**src/rtl/usb_port_wake_pkg.sv**
```systemverilog
package usb_port_wake_pkg;

    typedef enum logic [2:0] {
        LNK_DETACHED,
        LNK_DISABLED,
        LNK_ENABLED,
        LNK_SUSPENDED,
        LNK_RESUMING
    } link_state_e;

    typedef struct packed {
        logic attach;
        logic detach;
        logic kstate;
        logic ocur;
        logic ocur_end;
        logic enable;
        logic suspend;
        logic resume_end;
    } line_ev_t;

    typedef struct packed {
        logic kresume;
        logic ocur;
        logic detach;
        logic attach;
    } taken_t;

    localparam int NFLAG    = 4;
    localparam int FLG_CSC  = 0;
    localparam int FLG_OCC  = 1;
    localparam int FLG_PCD  = 2;
    localparam int FLG_PME  = 3;

    localparam int CTL_IE     = 0;
    localparam int CTL_WK_ATT = 1;
    localparam int CTL_WK_DET = 2;
    localparam int CTL_WK_OC  = 3;

    localparam int CTL_ADDR = 0;
    localparam int STS_ADDR = 1;

endpackage

```
**src/rtl/usb_port_link_fsm.sv**
```systemverilog
module usb_port_link_fsm
    import usb_port_wake_pkg::*;
(
    input  logic     clk,
    input  logic     rst,
    input  line_ev_t ev_i,
    output taken_t   tk_o,
    output logic     connected_o,
    output logic     enabled_o,
    output logic     suspended_o,
    output logic     force_resume_o,
    output logic     ocur_active_o
);

    link_state_e state_q, state_d;
    taken_t      tk;
    logic        oca_q;

    // next state and accepted-event strobes, priority detach > ocur > rest
    always_comb begin
        state_d = state_q;
        tk      = '0;
        unique case (state_q)
            LNK_DETACHED: begin
                if (ev_i.attach) begin
                    state_d   = LNK_DISABLED;
                    tk.attach = 1'b1;
                end
            end
            LNK_DISABLED: begin
                if (ev_i.detach) begin
                    state_d   = LNK_DETACHED;
                    tk.detach = 1'b1;
                end else if (ev_i.ocur) begin
                    tk.ocur = 1'b1;
                end else if (ev_i.enable) begin
                    state_d = LNK_ENABLED;
                end
            end
            LNK_ENABLED: begin
                if (ev_i.detach) begin
                    state_d   = LNK_DETACHED;
                    tk.detach = 1'b1;
                end else if (ev_i.ocur) begin
                    state_d = LNK_DISABLED;
                    tk.ocur = 1'b1;
                end else if (ev_i.suspend) begin
                    state_d = LNK_SUSPENDED;
                end
            end
            LNK_SUSPENDED: begin
                if (ev_i.detach) begin
                    state_d   = LNK_DETACHED;
                    tk.detach = 1'b1;
                end else if (ev_i.ocur) begin
                    state_d = LNK_DISABLED;
                    tk.ocur = 1'b1;
                end else if (ev_i.kstate) begin
                    state_d    = LNK_RESUMING;
                    tk.kresume = 1'b1;
                end
            end
            LNK_RESUMING: begin
                if (ev_i.detach) begin
                    state_d   = LNK_DETACHED;
                    tk.detach = 1'b1;
                end else if (ev_i.ocur) begin
                    state_d = LNK_DISABLED;
                    tk.ocur = 1'b1;
                end else if (ev_i.resume_end) begin
                    state_d = LNK_ENABLED;
                end
            end
            default: state_d = LNK_DETACHED;
        endcase
    end

    always_ff @(posedge clk) begin
        if (rst) state_q <= LNK_DETACHED;
        else     state_q <= state_d;
    end

    // over-current active level, set by an accepted over-current
    always_ff @(posedge clk) begin
        if (rst)            oca_q <= 1'b0;
        else if (tk.ocur)   oca_q <= 1'b1;
        else if (ev_i.ocur_end) oca_q <= 1'b0;
    end

    // status decode from state
    always_comb begin
        connected_o    = 1'b1;
        enabled_o      = 1'b0;
        suspended_o    = 1'b0;
        force_resume_o = 1'b0;
        unique case (state_q)
            LNK_DETACHED:  connected_o = 1'b0;
            LNK_DISABLED:  enabled_o   = 1'b0;
            LNK_ENABLED:   enabled_o   = 1'b1;
            LNK_SUSPENDED: begin
                enabled_o   = 1'b1;
                suspended_o = 1'b1;
            end
            LNK_RESUMING: begin
                enabled_o      = 1'b1;
                suspended_o    = 1'b1;
                force_resume_o = 1'b1;
            end
            default: connected_o = 1'b0;
        endcase
    end

    assign tk_o          = tk;
    assign ocur_active_o = oca_q;

endmodule

```
**src/rtl/usb_port_chg_flags.sv**
```systemverilog
module usb_port_chg_flags #(
    parameter int N = 4
) (
    input  logic         clk,
    input  logic         rst,
    input  logic [N-1:0] set_i,
    input  logic [N-1:0] clr_i,
    output logic [N-1:0] flag_o
);

    logic [N-1:0] flag_q;

    // write-one-to-clear bits; a hardware set overrides a clear
    for (genvar i = 0; i < N; i++) begin : g_flag
        always_ff @(posedge clk) begin
            if (rst)           flag_q[i] <= 1'b0;
            else if (set_i[i]) flag_q[i] <= 1'b1;
            else if (clr_i[i]) flag_q[i] <= 1'b0;
        end
    end

    assign flag_o = flag_q;

endmodule

```
**src/rtl/usb_port_wake_gate.sv**
```systemverilog
module usb_port_wake_gate
    import usb_port_wake_pkg::*;
#(
    parameter int DATA_W = 4
) (
    input  logic              clk,
    input  logic              rst,
    input  logic              d0_i,
    input  taken_t            tk_i,
    input  logic              ctl_we_i,
    input  logic [DATA_W-1:0] ctl_d_i,
    input  logic              pme_clr_i,
    output logic              irq_en_o,
    output logic              pme_set_o,
    output logic              wake_o
);

    logic [DATA_W-1:0] ctl_q;
    logic              wake_q;
    logic              wake_hit;

    always_ff @(posedge clk) begin
        if (rst)           ctl_q <= '0;
        else if (ctl_we_i) ctl_q <= ctl_d_i;
    end

    // per-event wake gating outside D0; resume from suspend always wakes
    always_comb begin
        wake_hit = 1'b0;
        if (!d0_i) begin
            wake_hit = (tk_i.attach && ctl_q[CTL_WK_ATT])
                     | (tk_i.detach && ctl_q[CTL_WK_DET])
                     | (tk_i.ocur   && ctl_q[CTL_WK_OC])
                     | tk_i.kresume;
        end
    end

    always_ff @(posedge clk) begin
        if (rst)                    wake_q <= 1'b0;
        else if (wake_hit)          wake_q <= 1'b1;
        else if (d0_i || pme_clr_i) wake_q <= 1'b0;
    end

    assign pme_set_o = !d0_i && (|tk_i);
    assign irq_en_o  = ctl_q[CTL_IE];
    assign wake_o    = wake_q;

endmodule

```
**src/rtl/usb_port_wake_ctl.sv**
```systemverilog
module usb_port_wake_ctl
    import usb_port_wake_pkg::*;
#(
    parameter int DATA_W = 4,
    parameter int ADDR_W = 1
) (
    input  logic              clk,
    input  logic              rst,
    input  logic              d0_i,
    input  logic              ev_attach_i,
    input  logic              ev_detach_i,
    input  logic              ev_kstate_i,
    input  logic              ev_ocur_i,
    input  logic              ev_ocur_end_i,
    input  logic              ev_enable_i,
    input  logic              ev_suspend_i,
    input  logic              ev_resume_end_i,
    input  logic              wr_en_i,
    input  logic [ADDR_W-1:0] wr_addr_i,
    input  logic [DATA_W-1:0] wr_data_i,
    output logic              connected_o,
    output logic              enabled_o,
    output logic              suspended_o,
    output logic              force_resume_o,
    output logic              ocur_active_o,
    output logic              conn_chg_o,
    output logic              ocur_chg_o,
    output logic              port_chg_o,
    output logic              pme_status_o,
    output logic              irq_o,
    output logic              pme_o
);

    localparam logic [ADDR_W-1:0] A_CTL = ADDR_W'(CTL_ADDR);
    localparam logic [ADDR_W-1:0] A_STS = ADDR_W'(STS_ADDR);

    line_ev_t         ev;
    taken_t           tk;
    logic [NFLAG-1:0] flg_set, flg_clr, flg;
    logic             ctl_we, irq_en, pme_set;

    assign ev = '{attach:     ev_attach_i,
                  detach:     ev_detach_i,
                  kstate:     ev_kstate_i,
                  ocur:       ev_ocur_i,
                  ocur_end:   ev_ocur_end_i,
                  enable:     ev_enable_i,
                  suspend:    ev_suspend_i,
                  resume_end: ev_resume_end_i};

    assign ctl_we = wr_en_i && (wr_addr_i == A_CTL);

    always_comb begin
        flg_clr = '0;
        if (wr_en_i && (wr_addr_i == A_STS)) flg_clr = wr_data_i[NFLAG-1:0];
    end

    always_comb begin
        flg_set          = '0;
        flg_set[FLG_CSC] = tk.attach | tk.detach;
        flg_set[FLG_OCC] = tk.ocur;
        flg_set[FLG_PCD] = |tk;
        flg_set[FLG_PME] = pme_set;
    end

    usb_port_link_fsm u_fsm (
        .clk            (clk),
        .rst            (rst),
        .ev_i           (ev),
        .tk_o           (tk),
        .connected_o    (connected_o),
        .enabled_o      (enabled_o),
        .suspended_o    (suspended_o),
        .force_resume_o (force_resume_o),
        .ocur_active_o  (ocur_active_o)
    );

    usb_port_chg_flags #(.N(NFLAG)) u_flags (
        .clk    (clk),
        .rst    (rst),
        .set_i  (flg_set),
        .clr_i  (flg_clr),
        .flag_o (flg)
    );

    usb_port_wake_gate #(.DATA_W(DATA_W)) u_wake (
        .clk       (clk),
        .rst       (rst),
        .d0_i      (d0_i),
        .tk_i      (tk),
        .ctl_we_i  (ctl_we),
        .ctl_d_i   (wr_data_i),
        .pme_clr_i (flg_clr[FLG_PME]),
        .irq_en_o  (irq_en),
        .pme_set_o (pme_set),
        .wake_o    (pme_o)
    );

    assign conn_chg_o   = flg[FLG_CSC];
    assign ocur_chg_o   = flg[FLG_OCC];
    assign port_chg_o   = flg[FLG_PCD];
    assign pme_status_o = flg[FLG_PME];
    assign irq_o        = flg[FLG_PCD] & irq_en;

endmodule

```
**config.mk**
```make
export PLATFORM = sky130hd
export DESIGN_NAME = usb_port_wake_ctl
export DESIGN_NICKNAME = d
export VERILOG_FILES = /design/src/rtl/usb_port_wake_pkg.sv /design/src/rtl/usb_port_link_fsm.sv /design/src/rtl/usb_port_chg_flags.sv /design/src/rtl/usb_port_wake_gate.sv /design/src/rtl/usb_port_wake_ctl.sv
export SDC_FILE = /design/constraint.sdc
export NUM_CORES = 1
export LEC_CHECK = 0
export ABC_CLOCK_PERIOD_IN_PS = 1200
export BUFFER_PORTS_ARGS = -buffer_cell sky130_fd_sc_hd__clkbuf_2
export CAP_MARGIN = 25
export CORE_UTILIZATION = 43
export DETAILED_ROUTE_END_ITERATION = 8
export PLACE_DENSITY_LB_ADDON = 0.12
export SYNTH_ARGS = -nofsm -noshare
export SYNTH_HDL_FRONTEND = slang
export SYNTH_SLANG_ARGS = --single-unit
```
**constraint.sdc**
```tcl
create_clock -name clk -period 1.2 [get_ports clk]
set_input_delay 0.18 -clock clk [delete_from_list [all_inputs] [get_ports clk]]
set_output_delay 0.18 -clock clk [all_outputs]
set_load 0.005 [all_outputs]
```
Word level (Yosys, flattened, before mapping)

Index checks and enable logic that the tools add are counted.
Widths: inputs -> output; s select.

Flip-flop bits (word level): 13
Bits in latches: 0
Memory bits (writable): 0
ROM bits: 0
Input bits: 17
Output and inout port bits: 11
Memories kept: 0

Add/subtract/negate cells: 0
$mul: 0
Divide/modulo/power cells: 0
Order comparisons: 0
Equality and inequality tests: 10
Shift operators: 0
Multiplexer cells: 42
Bitwise gates (word level): 6
Reduce and logical (&&, ||, !) cells: 21

Operators by type and width:

| kind               | count |
|---|---|
| $mux 3             | 13 |
| $mux 1             | 25 |
| $pmux 3 s5         | 1 |
| $ne 4x4->1 const B | 3 |
| $reduce_bool 2->1  | 6 |
| $reduce_or 4->1    | 2 |
| $eq 3x2->1 const B | 2 |
| $logic_and 1x1->1  | 6 |
| $ne 3x3->1 const B | 2 |
| $reduce_and 6->1   | 1 |
| $reduce_or 3->1    | 2 |
| $mux 4             | 1 |
| $or 1x1->1         | 4 |
| $pmux 2 s2         | 1 |
| $eq 3x1->1 const B | 1 |
| $eq 3x3->1 const B | 1 |
| $logic_not 3->1    | 1 |
| $mux 2             | 1 |
| $ne 2x2->1 const B | 1 |
| $reduce_or 2->1    | 1 |
| $and 1x1->1        | 1 |
| $logic_not 1->1    | 1 |
| $logic_or 1x1->1   | 1 |
| $not 1->1          | 1 |

Longest topological paths before layout

Gate-level depths: netlist of the first run.

Word-level depth: 10
Gate-level depth with buffers: 6
Mapped depth without buffers: 5

Cells and area by module

From an unflattened synthesis of the first run, not the netlist that was laid out.

Cell total of the unflattened synthesis: 98
Area total of the unflattened synthesis: 830.8 µm²

Modules (own cells, without submodules):

| module             | instances | cells an instance | area each (µm²) |
|---|---|---|---|
| usb_port_link_fsm  | 1         | 54                | 441.7 |
| usb_port_wake_gate | 1         | 20                | 197.7 |
| usb_port_chg_flags | 1         | 16                | 140.1 |
| usb_port_wake_ctl  | 1         | 8                 | 51.3 |

Least setup slack after synthesis of the first run

No wires, ideal clock.

Kind: reg-to-reg
Start: reg u_fsm.state_q[1]
End: reg u_flags.flag_q[3], in the netlist u_flags.flag_o[3]
Setup time: 0.118 ns
Data arrival time: 1.202 ns
Required time: 1.082 ns
Setup slack: -0.119 ns
Stages on the path, launching flop included: 7
Path through: dfxtp_1 buf_6 a211o_1 a221oi_2 o22a_2 a2bb2oi_2 nor2_1

Word-level cells in the longest chain between the ends: 6
Elaborated cells on any way between the ends: 13

Ends and longest elaborated chain:

| element                                     | RTL line                 | RTL |
|---|---|---|
| from (decl)                                 | usb_port_link_fsm.sv:15  | `link_state_e state_q, state_d;` |
| from (signal assigned)                      | usb_port_link_fsm.sv:80  | `else state_q <= state_d;` |
| $eq 3x1->1 (tied with other cells)          | usb_port_link_fsm.sv:23  | `unique case (state_q)` |
| $reduce_or 3->1 (no line)                   | n/a                      |  |
| $pmux 2 s2                                  | usb_port_link_fsm.sv:23  |  |
| $reduce_or 4->1 *                           | usb_port_wake_gate.sv:44 | `assign pme_set_o = !d0_i && (\|tk_i);` |
| $logic_and 1x1->1 *                         | usb_port_wake_gate.sv:44 |  |
| $mux 1 or $reduce_bool 2->1 (tied branches) | n/a                      |  |
| to (signal, indexed assignment)             | usb_port_chg_flags.sv:16 | `if (rst) flag_q[i] <= 1'b0;` |
| to (signal, indexed assignment)             | usb_port_chg_flags.sv:17 | `else if (set_i[i]) flag_q[i] <= 1'b1;` |
| to (signal, indexed assignment)             | usb_port_chg_flags.sv:18 | `else if (clr_i[i]) flag_q[i] <= 1'b0;` |
| to (decl)                                   | usb_port_chg_flags.sv:11 | `logic [N-1:0] flag_q;` |

Mark *: on every way between the ends. The rest lies on a longest branch, timed or not.
A chain may end at the register's enable or synchronous reset.

Final worst setup path of the first run

Start: reg u_fsm.state_q[1]
End: out suspended_o

Word-level cells in the longest chain between the ends: 3
Elaborated cells on any way between the ends: 4

Ends and longest elaborated chain:

| element                                  | RTL line                | RTL |
|---|---|---|
| $eq 3x2->1 or $eq 3x3->1 (tied branches) | usb_port_link_fsm.sv:96 | `unique case (state_q)` |
| $reduce_or 2->1 (no line) *              | n/a                     |  |
| $mux 1 *                                 | usb_port_link_fsm.sv:96 |  |
| to (decl)                                | usb_port_wake_ctl.sv:23 | `output logic suspended_o,` |

Marks and branches as above.

==> results of run 1 <==
-- layer usage --
layer / vias to the layer above / track usage
met1: 446 / 0.314
met5: - / 0
li1: 455 / -
met2: 33 / 0.426
met4: 0 / 0.0848
met3: 6 / 0.0760
-- worst max path at each step --
stage                     startpoint                 to  cells after the start
floorplan           u_fsm.state_q[1]  u_flags.flag_o[3]                      6
global placement    u_fsm.state_q[1]  u_flags.flag_o[3]                      5
detailed placement  u_fsm.state_q[1]  u_flags.flag_o[3]                      5
CTS                 u_fsm.state_q[1]        connected_o                      4
global route        u_fsm.state_q[1]        suspended_o                      5
finish              u_fsm.state_q[1]        suspended_o                      5
-- power groups by stage --
stage	logic [mW]	registers, mW	clock network (mW)
2_1_floorplan	0.227	0.505	0
3_3_place_gp	0.357	0.511	0
3_5_place_dp	0.361	0.514	0
4_1_cts	0.435	0.499	0.285
5_1_grt	0.506	0.504	0.310
6_report	0.466	0.500	0.274
-- cells in the final DEF, fill, tap and decap left out, drive strengths merged --
cell,synthesis,layout
nand2b,2,2
xnor2,2,2
o41ai,1,1
a21oi,8,8
o21a,2,2
clkbuf,1,30
nand4,1,1
a31oi,6,6
nand3b,1,1
inv,4,4
nor2b,2,2
and3,2,2
nand3,4,4
and2,2,2
o22a,1,1
nor2,11,11
a221oi,1,1
nand2,10,10
o21ai,5,5
dfxtp,13,13
o221ai,1,1
a311oi,1,1
a2bb2oi,1,1
nor4,1,1
nor3,3,3
a211o,1,1
o22ai,1,1
buf,6,25
mux2i,5,5
-- timing repair --
item                       CTS  global route
resized for setup           17             9
setup endpoints to repair   10            11
pin swaps                    8             3
setup buffers                6             0
-- per-stage QoR --
| step | setup WS, ns | utilization | hold WS [ns] | instance area (µm²) | cells |
|---|---|---|---|---|---|
| finish | -0.193 | 0.694 | 0.0955 | 1200 | 172 |
| detailed placement | -0.125 | 0.607 | 0.382 | 1050 | 162 |
| floorplan | -0.102 | - | 0.252 | 798 | 99 |
| global route | -0.237 | 0.694 | 0.0865 | 1200 | 172 |
| global placement | -0.0930 | 0.607 | 0.379 | 1050 | 162 |
| CTS | -0.159 | 0.678 | 0.0873 | 1170 | 172 |
-- logic make-up (layout without fill, tap and decap cells) --
kind of cell | after synthesis | in the layout
XOR/XNOR | 2 | 2
buffers and inverters | 11 | 59
multiplexers | 5 | 5
AND/OR/NAND/NOR | 39 | 39
AO/OA/AOI/OAI | 29 | 29
flip-flops | 13 | 13
-- state kept, by name, indices dropped and copies added (netlist names) --
| signal | cells |
|---|---|
| u_wake.wake_o | 1 |
| u_fsm.state_q | 3 |
| u_fsm.ocur_active_o | 1 |
| u_flags.flag_o | 4 |
| u_wake.ctl_q | 4 |
-- cell type report --
type | instances | area, µm²
clock buffer | 4 | 26.3
fill | 158 | 528
inverter | 4 | 15.0
multi-input combinational | 75 | 527
sequential | 13 | 269
tap | 25 | 31.3
timing repair buffer | 51 | 330
-- worst max-delay path, stage by stage (launching register included) --
cell	delay, ns
dfxtp_4	0.38
nor2_4	0.16
nand2_2	0.11
buf_6	0.13
nand2_2	0.04
clkbuf_2	0.10
-- synth_stat cells (all sizes together) --
library cell,number
dfxtp,13
nor2,11
nand2,10
a21oi,8
a31oi,6
buf,6
mux2i,5
o21ai,5
inv,4
nand3,4
nor3,3
and2,2
and3,2
nand2b,2
nor2b,2
o21a,2
xnor2,2
a211o,1
a221oi,1
a2bb2oi,1
a311oi,1
clkbuf,1
nand3b,1
nand4,1
nor4,1
o221ai,1
o22a,1
o22ai,1
o41ai,1
==> impl_metrics.prom, run 1 <==
# TYPE chip_impl_metric gauge
chip_impl_metric{name="yosys.area.top_type_share",unit=""} 0.327
chip_impl_metric{name="clock-sinks",unit=""} 13
chip_impl_metric{name="grt_antenna_before_repair",unit=""} 0
chip_impl_metric{name="synth_cell_type_count",unit=""} 35
chip_impl_metric{name="maxSlewViolCount",unit=""} 0
chip_impl_metric{name="static-leakage-power",unit="nW"} 0.542
chip_impl_metric{name="p_comb_frac",unit=""} 0.376
chip_impl_metric{name="drv.max_cap_violation_count",unit=""} 0
chip_impl_info{name="yosys.area.top_type",value="dfxtp_1"} 1
chip_impl_metric{name="core",unit="µm²"} 1730
chip_impl_metric{name="cts.path.max_buffers",unit=""} 2
chip_impl_metric{name="actual_transition_at_the_worst_max_transition_pin",unit="ns"} 0.344
chip_impl_metric{name="period_needed",unit="ns"} 1.39
chip_impl_metric{name="fin_total_pwr",unit="mW"} 1.24
chip_impl_metric{name="num_vias",unit=""} 940
chip_impl_metric{name="area_growth_syn_to_layout",unit="%"} 50.4
chip_impl_metric{name="internal_power",unit="µW"} 848
chip_impl_info{name="result_of_the_run",value="finished, violations left"} 1
chip_impl_metric{name="drc",unit=""} 0
chip_impl_metric{name="gr-usage-all-layers",unit=""} 0.256
chip_impl_info{name="critPathCaptureType",value="primary output"} 1
chip_impl_metric{name="detailed_place_hpwl",unit="µm"} 1580
chip_impl_metric{name="grt_max_degree",unit=""} 15
chip_impl_info{name="hold_start",value="d0_i"} 1
chip_impl_metric{name="initial_utilization",unit=""} 0.462
chip_impl_metric{name="p_sw",unit="µW"} 392
chip_impl_metric{name="cts.reportedPaths.clkPinSlew",unit="ns"} 0.09
chip_impl_metric{name="period_share",unit=""} 1.16
chip_impl_metric{name="syn_avg_cell_area",unit="µm²"} 8.05
chip_impl_metric{name="clock.fmax",unit="GHz"} 0.718
chip_impl_metric{name="cts.hold.buffers_added",unit=""} 0
chip_impl_metric{name="post_drt_via_cell_ratio",unit=""} 5.47
chip_impl_metric{name="ir_drop",unit="V"} 0.000980
chip_impl_metric{name="r2r_cells",unit=""} 5
chip_impl_metric{name="die_height",unit="µm"} 45.1
chip_impl_metric{name="multiplexer_share_of_the_synthesized_area",unit=""} 0.0628
chip_impl_metric{name="cts-buffers-inserted",unit=""} 3
chip_impl_metric{name="wl",unit="µm"} 2340
chip_impl_info{name="violated_checks",value="negative setup slack"} 1
chip_impl_info{name="highest_layer",value="met4"} 1
chip_impl_metric{name="pin_count",unit=""} 28
chip_impl_metric{name="fin_tns_setup",unit="ns"} -1.09
chip_impl_metric{name="slew_headroom",unit=""} 0.769
chip_impl_metric{name="routabilityCongestion",unit=""} 0.803
chip_impl_metric{name="synth_sequential_area_ratio",unit=""} 0.327
chip_impl_metric{name="number_of_setup_violations_in_the_final_report",unit=""} 9
chip_impl_metric{name="crit_arrival",unit="ns"} 1.21
chip_impl_metric{name="post_synth_inst_count",unit=""} 99
chip_impl_metric{name="met3_length",unit="µm"} 141
chip_impl_metric{name="hold_viol",unit=""} 0
chip_impl_metric{name="die_w",unit="µm"} 45.1
chip_impl_metric{name="worst_clock_skew",unit="ns"} 0.0142
chip_impl_metric{name="via_count_of_the_first_global_routing_pass",unit=""} 875
chip_impl_metric{name="final_net_count",unit=""} 165
chip_impl_metric{name="power.switching_fraction",unit=""} 0.316
chip_impl_metric{name="layout-drive-gt1-share",unit=""} 0.524
chip_impl_info{name="yosys-top-cells-area",value="dfxtp_1, mux2i_1, a31oi_1"} 1
chip_impl_metric{name="power_density_over_the_cells",unit="nW/µm²"} 1030
chip_impl_metric{name="required",unit="ns"} 1.02
chip_impl_metric{name="basic_gate_share_of_the_synthesized_area_counting_and_or_nand_and_nor_cells",unit=""} 0.240
chip_impl_info{name="startpoint_type",value="flip-flop"} 1
chip_impl_info{name="grt_setup_unrepaired",value="yes"} 1
chip_impl_metric{name="yosys_warnings",unit=""} 0
chip_impl_info{name="hold_path_class",value="in -> reg"} 1
chip_impl_metric{name="fp.dieArea",unit="µm²"} 2030
chip_impl_info{name="r2r-end",value="u_flags.flag_o[3]"} 1
chip_impl_info{name="worst-setup-path-type",value="reg -> out"} 1
chip_impl_metric{name="synth_nets",unit=""} 116
chip_impl_metric{name="first_pass_grt_wire_length",unit="µm"} 3750
chip_impl_info{name="root_buffer_cell",value="clkbuf_4"} 1
chip_impl_metric{name="number_of_antenna_diodes",unit=""} 0
chip_impl_metric{name="detail_route.first_pass.iterations",unit=""} 4
chip_impl_info{name="critical_path.reg2reg.startpoint",value="u_fsm.state_q[1]"} 1
chip_impl_metric{name="placementRows",unit=""} 15
chip_impl_metric{name="numPortBuffers",unit=""} 27
chip_impl_metric{name="antenna_violation_net_count_after_detailed_routing",unit=""} 0
chip_impl_metric{name="hold-path-cell-count",unit=""} 2
chip_impl_info{name="tritoncts",value="yes"} 1
chip_impl_metric{name="clkLatencyLatePin",unit="ns"} 0.29
chip_impl_metric{name="detail_route.wl_per_cell",unit="µm"} 13.6
chip_impl_metric{name="clock_share_of_power",unit=""} 0.221
chip_impl_metric{name="clock_tree.htree_level_count",unit=""} 1
chip_impl_info{name="hold_end",value="u_wake.wake_o"} 1
chip_impl_metric{name="critical_path_peak_fanout",unit=""} 5
chip_impl_metric{name="yosys_register_bits",unit=""} 13
chip_impl_metric{name="met2WireLength",unit="µm"} 1190
chip_impl_metric{name="synthesis.area",unit="µm²"} 797
chip_impl_metric{name="m1WireLength",unit="µm"} 976
chip_impl_metric{name="synth_area_in_adders",unit=""} 0
chip_impl_info{name="main_combinational_cell_family_by_area_after_synthesis",value="compound AO/OA/AOI/OAI gates"} 1
chip_impl_metric{name="rrSetupSlack",unit="ns"} -0.13
chip_impl_metric{name="share_seq_of_total_power",unit=""} 0.403
chip_impl_metric{name="synth_xor_xnor_area_share",unit=""} 0.0220
chip_impl_metric{name="synth_compound_gate_area_share",unit=""} 0.264
chip_impl_metric{name="worst_slack",unit="ns"} -0.193
chip_impl_metric{name="first_iter_violations",unit=""} 33
chip_impl_metric{name="gr-total-overflow",unit=""} 0
Note: power is estimated with default switching activity, not from simulation.
==> run 2: changes to the inputs <==
Settings changed: ABC_AREA set to 1.
==> run 2 against run 1 <==
Net effect: the flow still finishes with violations (negative setup slack); largest power group is now combinational cells; setup slack better by 0.0074 ns; sequential share of layout area down 0.32 points; worst hold slack better by 0.047 ns; largest cell class unchanged; routed wire length up 1.2%.
==> impl_metrics.prom, run 2 <==
# TYPE chip_impl_metric gauge
chip_impl_info{name="critical_path.endpoint",value="enabled_o"} 1
chip_impl_info{name="crit_path_start",value="u_fsm.state_q[1]"} 1
chip_impl_metric{name="actual_transition_at_the_worst_max_transition_pin",unit="ns"} 0.412
chip_impl_info{name="worst-setup-path-type",value="reg -> out"} 1
chip_impl_metric{name="clock-sinks",unit=""} 13
chip_impl_metric{name="drv.max_cap_violation_count",unit=""} 0
chip_impl_info{name="root_buffer_cell",value="clkbuf_4"} 1
chip_impl_metric{name="maxSlewViolCount",unit=""} 0
chip_impl_metric{name="static-leakage-power",unit="nW"} 0.648
chip_impl_metric{name="crit_arrival",unit="ns"} 1.21
chip_impl_info{name="critPathTopFamily",value="flip-flops"} 1
chip_impl_info{name="tritoncts",value="yes"} 1
chip_impl_info{name="critical_path.reg2reg.startpoint",value="u_fsm.state_q[2]"} 1
chip_impl_metric{name="fp.dieArea",unit="µm²"} 2050
chip_impl_metric{name="gr-total-overflow",unit=""} 0
chip_impl_metric{name="critical_path_peak_fanout",unit=""} 5
chip_impl_metric{name="antenna_violation_net_count_after_detailed_routing",unit=""} 0
chip_impl_metric{name="drc",unit=""} 0
chip_impl_metric{name="yosys_warnings",unit=""} 0
chip_impl_metric{name="worst_slack",unit="ns"} -0.186
chip_impl_metric{name="synth_nets",unit=""} 140
chip_impl_metric{name="cts.path.max_buffers",unit=""} 2
chip_impl_metric{name="gr-usage-all-layers",unit=""} 0.247
chip_impl_info{name="worst_path_max_delay_cell",value="dfxtp_4"} 1
chip_impl_metric{name="pin_count",unit=""} 28
chip_impl_metric{name="num_vias",unit=""} 967
chip_impl_info{name="hold_start",value="rst"} 1
chip_impl_metric{name="synth_edf_count",unit=""} 0
chip_impl_metric{name="rrSetupSlack",unit="ns"} -0.12
chip_impl_metric{name="yosys_register_bits",unit=""} 13
chip_impl_metric{name="core",unit="µm²"} 1750
chip_impl_info{name="grt_setup_unrepaired",value="yes"} 1
chip_impl_metric{name="clock.fmax",unit="GHz"} 0.722
chip_impl_metric{name="first_pass_grt_wire_length",unit="µm"} 3590
chip_impl_info{name="startpoint_type",value="flip-flop"} 1
chip_impl_metric{name="period_share",unit=""} 1.15
chip_impl_metric{name="max_stage_delay",unit="ns"} 0.42
chip_impl_info{name="leading_cell_type_in_the_layout_fill_and_taps_excluded",value="clkbuf_2"} 1
chip_impl_info{name="violated_checks",value="negative setup slack"} 1
chip_impl_metric{name="fin_worst_hold_slack",unit="ns"} 0.143
chip_impl_metric{name="placementRows",unit=""} 15
chip_impl_metric{name="worst_clock_skew",unit="ns"} 0.00240
chip_impl_metric{name="cts.hold.buffers_added",unit=""} 0
chip_impl_metric{name="area_growth_syn_to_layout",unit="%"} 52.1
chip_impl_info{name="r2r-end",value="u_fsm.state_q[1]"} 1
chip_impl_metric{name="synthesis.area",unit="µm²"} 807
chip_impl_metric{name="cts-buffers-inserted",unit=""} 3
chip_impl_metric{name="layout-drive-gt1-share",unit=""} 0.497
chip_impl_metric{name="hold_viol",unit=""} 0
chip_impl_metric{name="crit_cells",unit=""} 5
chip_impl_metric{name="post-place-cells",unit=""} 181
chip_impl_metric{name="grt_antenna_before_repair",unit=""} 0
chip_impl_metric{name="initial_utilization",unit=""} 0.462
chip_impl_metric{name="die_height",unit="µm"} 45.3
chip_impl_metric{name="syn_avg_cell_area",unit="µm²"} 6.56
chip_impl_metric{name="via_count_of_the_first_global_routing_pass",unit=""} 831
chip_impl_metric{name="r2r_cells",unit=""} 8
chip_impl_metric{name="grt_max_degree",unit=""} 9
chip_impl_metric{name="worst-path-buf-inv",unit=""} 1
chip_impl_metric{name="number_of_setup_violations_in_the_final_report",unit=""} 10
chip_impl_metric{name="synth_cell_type_count",unit=""} 21
chip_impl_metric{name="post_synth_inst_count",unit=""} 123
chip_impl_info{name="hold_path_class",value="in -> reg"} 1
chip_impl_metric{name="required",unit="ns"} 1.02
chip_impl_metric{name="first_iter_violations",unit=""} 16
chip_impl_info{name="yosys.area.top_type",value="dfxtp_1"} 1
chip_impl_metric{name="period_needed",unit="ns"} 1.39
chip_impl_metric{name="routabilityCongestion",unit=""} 0.908
chip_impl_metric{name="number_of_antenna_diodes",unit=""} 0
chip_impl_metric{name="post_drt_via_cell_ratio",unit=""} 4.98
chip_impl_metric{name="slew_headroom",unit=""} 0.725
chip_impl_info{name="yosys-top-cells-count",value="nor2_1, nand2_1, nand3_1"} 1
chip_impl_metric{name="power_density_over_the_cells",unit="nW/µm²"} 1550
chip_impl_metric{name="synth_sequential_area_ratio",unit=""} 0.322
chip_impl_metric{name="yosys.area.top_type_share",unit=""} 0.322
chip_impl_metric{name="clkLatencyLatePin",unit="ns"} 0.27
chip_impl_info{name="critPathCaptureType",value="primary output"} 1
chip_impl_metric{name="detail_route.first_pass.iterations",unit=""} 4
chip_impl_info{name="synth_ff_type",value="dfxtp_1"} 1
chip_impl_metric{name="stdcell_count",unit=""} 194
chip_impl_metric{name="cts.reportedPaths.clkPinSlew",unit="ns"} 0.08
chip_impl_info{name="synth.most_common_cell",value="nor2_1"} 1
chip_impl_metric{name="numPortBuffers",unit=""} 27
chip_impl_metric{name="detailed_place_hpwl",unit="µm"} 1670
chip_impl_info{name="mostFrequentLayoutCells",value="clkbuf_2, nor2_1, nand2_1, nand3_1, buf_4"} 1
chip_impl_metric{name="die_w",unit="µm"} 45.3
chip_impl_metric{name="ir_drop",unit="V"} 0.000809
chip_impl_metric{name="clock_tree.htree_level_count",unit=""} 1
chip_impl_info{name="result_of_the_run",value="finished, violations left"} 1
chip_impl_info{name="yosys-top-cells-area",value="dfxtp_1, nand3_1, nor2_1"} 1
chip_impl_metric{name="synthArstFlopShare",unit=""} 0
chip_impl_metric{name="fillers",unit=""} 147
chip_impl_metric{name="final_net_count",unit=""} 187
chip_impl_metric{name="wl",unit="µm"} 2360
chip_impl_info{name="crit_chain",value="nor2_4, nand2_4, nand2_2, or2_4, buf_6"} 1
chip_impl_metric{name="detail_route.wl_per_cell",unit="µm"} 12.2
[run 2: area by class of cell]
class                           instances  area [µm²]  area share
Clock buffer                            4        26.3      0.0214
Sequential cell                        13         272       0.221
Multi-Input combinational cell         93         547       0.445
Inverter                               15        61.3      0.0499
Timing Repair Buffer                   44         290       0.236
Tap cell                               25        31.3      0.0255
[run 2: cell families (layout without fill, tap and decap cells)]
kind of cell	after synthesis	in the layout	synth area share
buffers and inverters	17	63	0.0977
AO/OA/AOI/OAI	13	13	0.0837
flip-flops	13	13	0.322
AND/OR/NAND/NOR	80	80	0.496
[run 2: worst register-to-register path: stages (launching register included)]
cell     delay [ns]
dfxtp_4        0.38
inv_4          0.09
nand2_4        0.05
nor2_1         0.13
nand2_1        0.12
o21ai_1        0.23
nor2_2         0.07
nor2_2         0.12
nor2_2         0.03
[run 2: worst min-delay path by stage]
| stage | cells past startpoint | slack (ns) | end |
|---|---|---|---|
| after floorplan | 1 | 0.25 | u_flags.flag_o[1] |
| after global placement | 3 | 0.43 | u_wake.ctl_q[0] |
| after detailed placement | 2 | 0.43 | u_fsm.ocur_active_o |
| after CTS | 2 | 0.14 | u_fsm.ocur_active_o |
| after global routing | 2 | 0.14 | u_flags.flag_o[1] |
| final | 2 | 0.14 | u_fsm.ocur_active_o |
[run 2: metal layers]
metal  share of wire  GRT usage  vias up
met2            0.52      0.412       21
met1            0.42      0.311      450
met5               0          0        -
met4           0.030     0.0909        0
met3           0.032     0.0520        8
li1                -          -      488
[run 2: power by group]
group	internal [mW]	switching [mW]	leakage [nW]	total (mW)
registers	0.513	0.0881	0.109	0.601
clock network	0.129	0.140	0.0150	0.269
logic	0.521	0.517	0.524	1.04
total	1.16	0.746	0.648	1.91
[run 2: timing repair]
action                                  CTS  global route
endpoints found under the setup margin    9            10
buffers inserted                          8             1
gates resized for setup                  21            15
pin swaps                                 6            12
[run 2: stage by stage]
step	setup slack (ns)	utilization	cell area [µm²]	setup TNS [ns]	power [mW]
after floorplan	0.0413	-	807	0	1.04
after global placement	-0.0839	0.579	1010	-0.213	1.27
after detailed placement	-0.114	0.579	1010	-0.348	1.27
after CTS	-0.194	0.663	1160	-0.834	1.77
after global routing	-0.229	0.703	1230	-1.64	2.03
final	-0.186	0.703	1230	-1.04	1.91
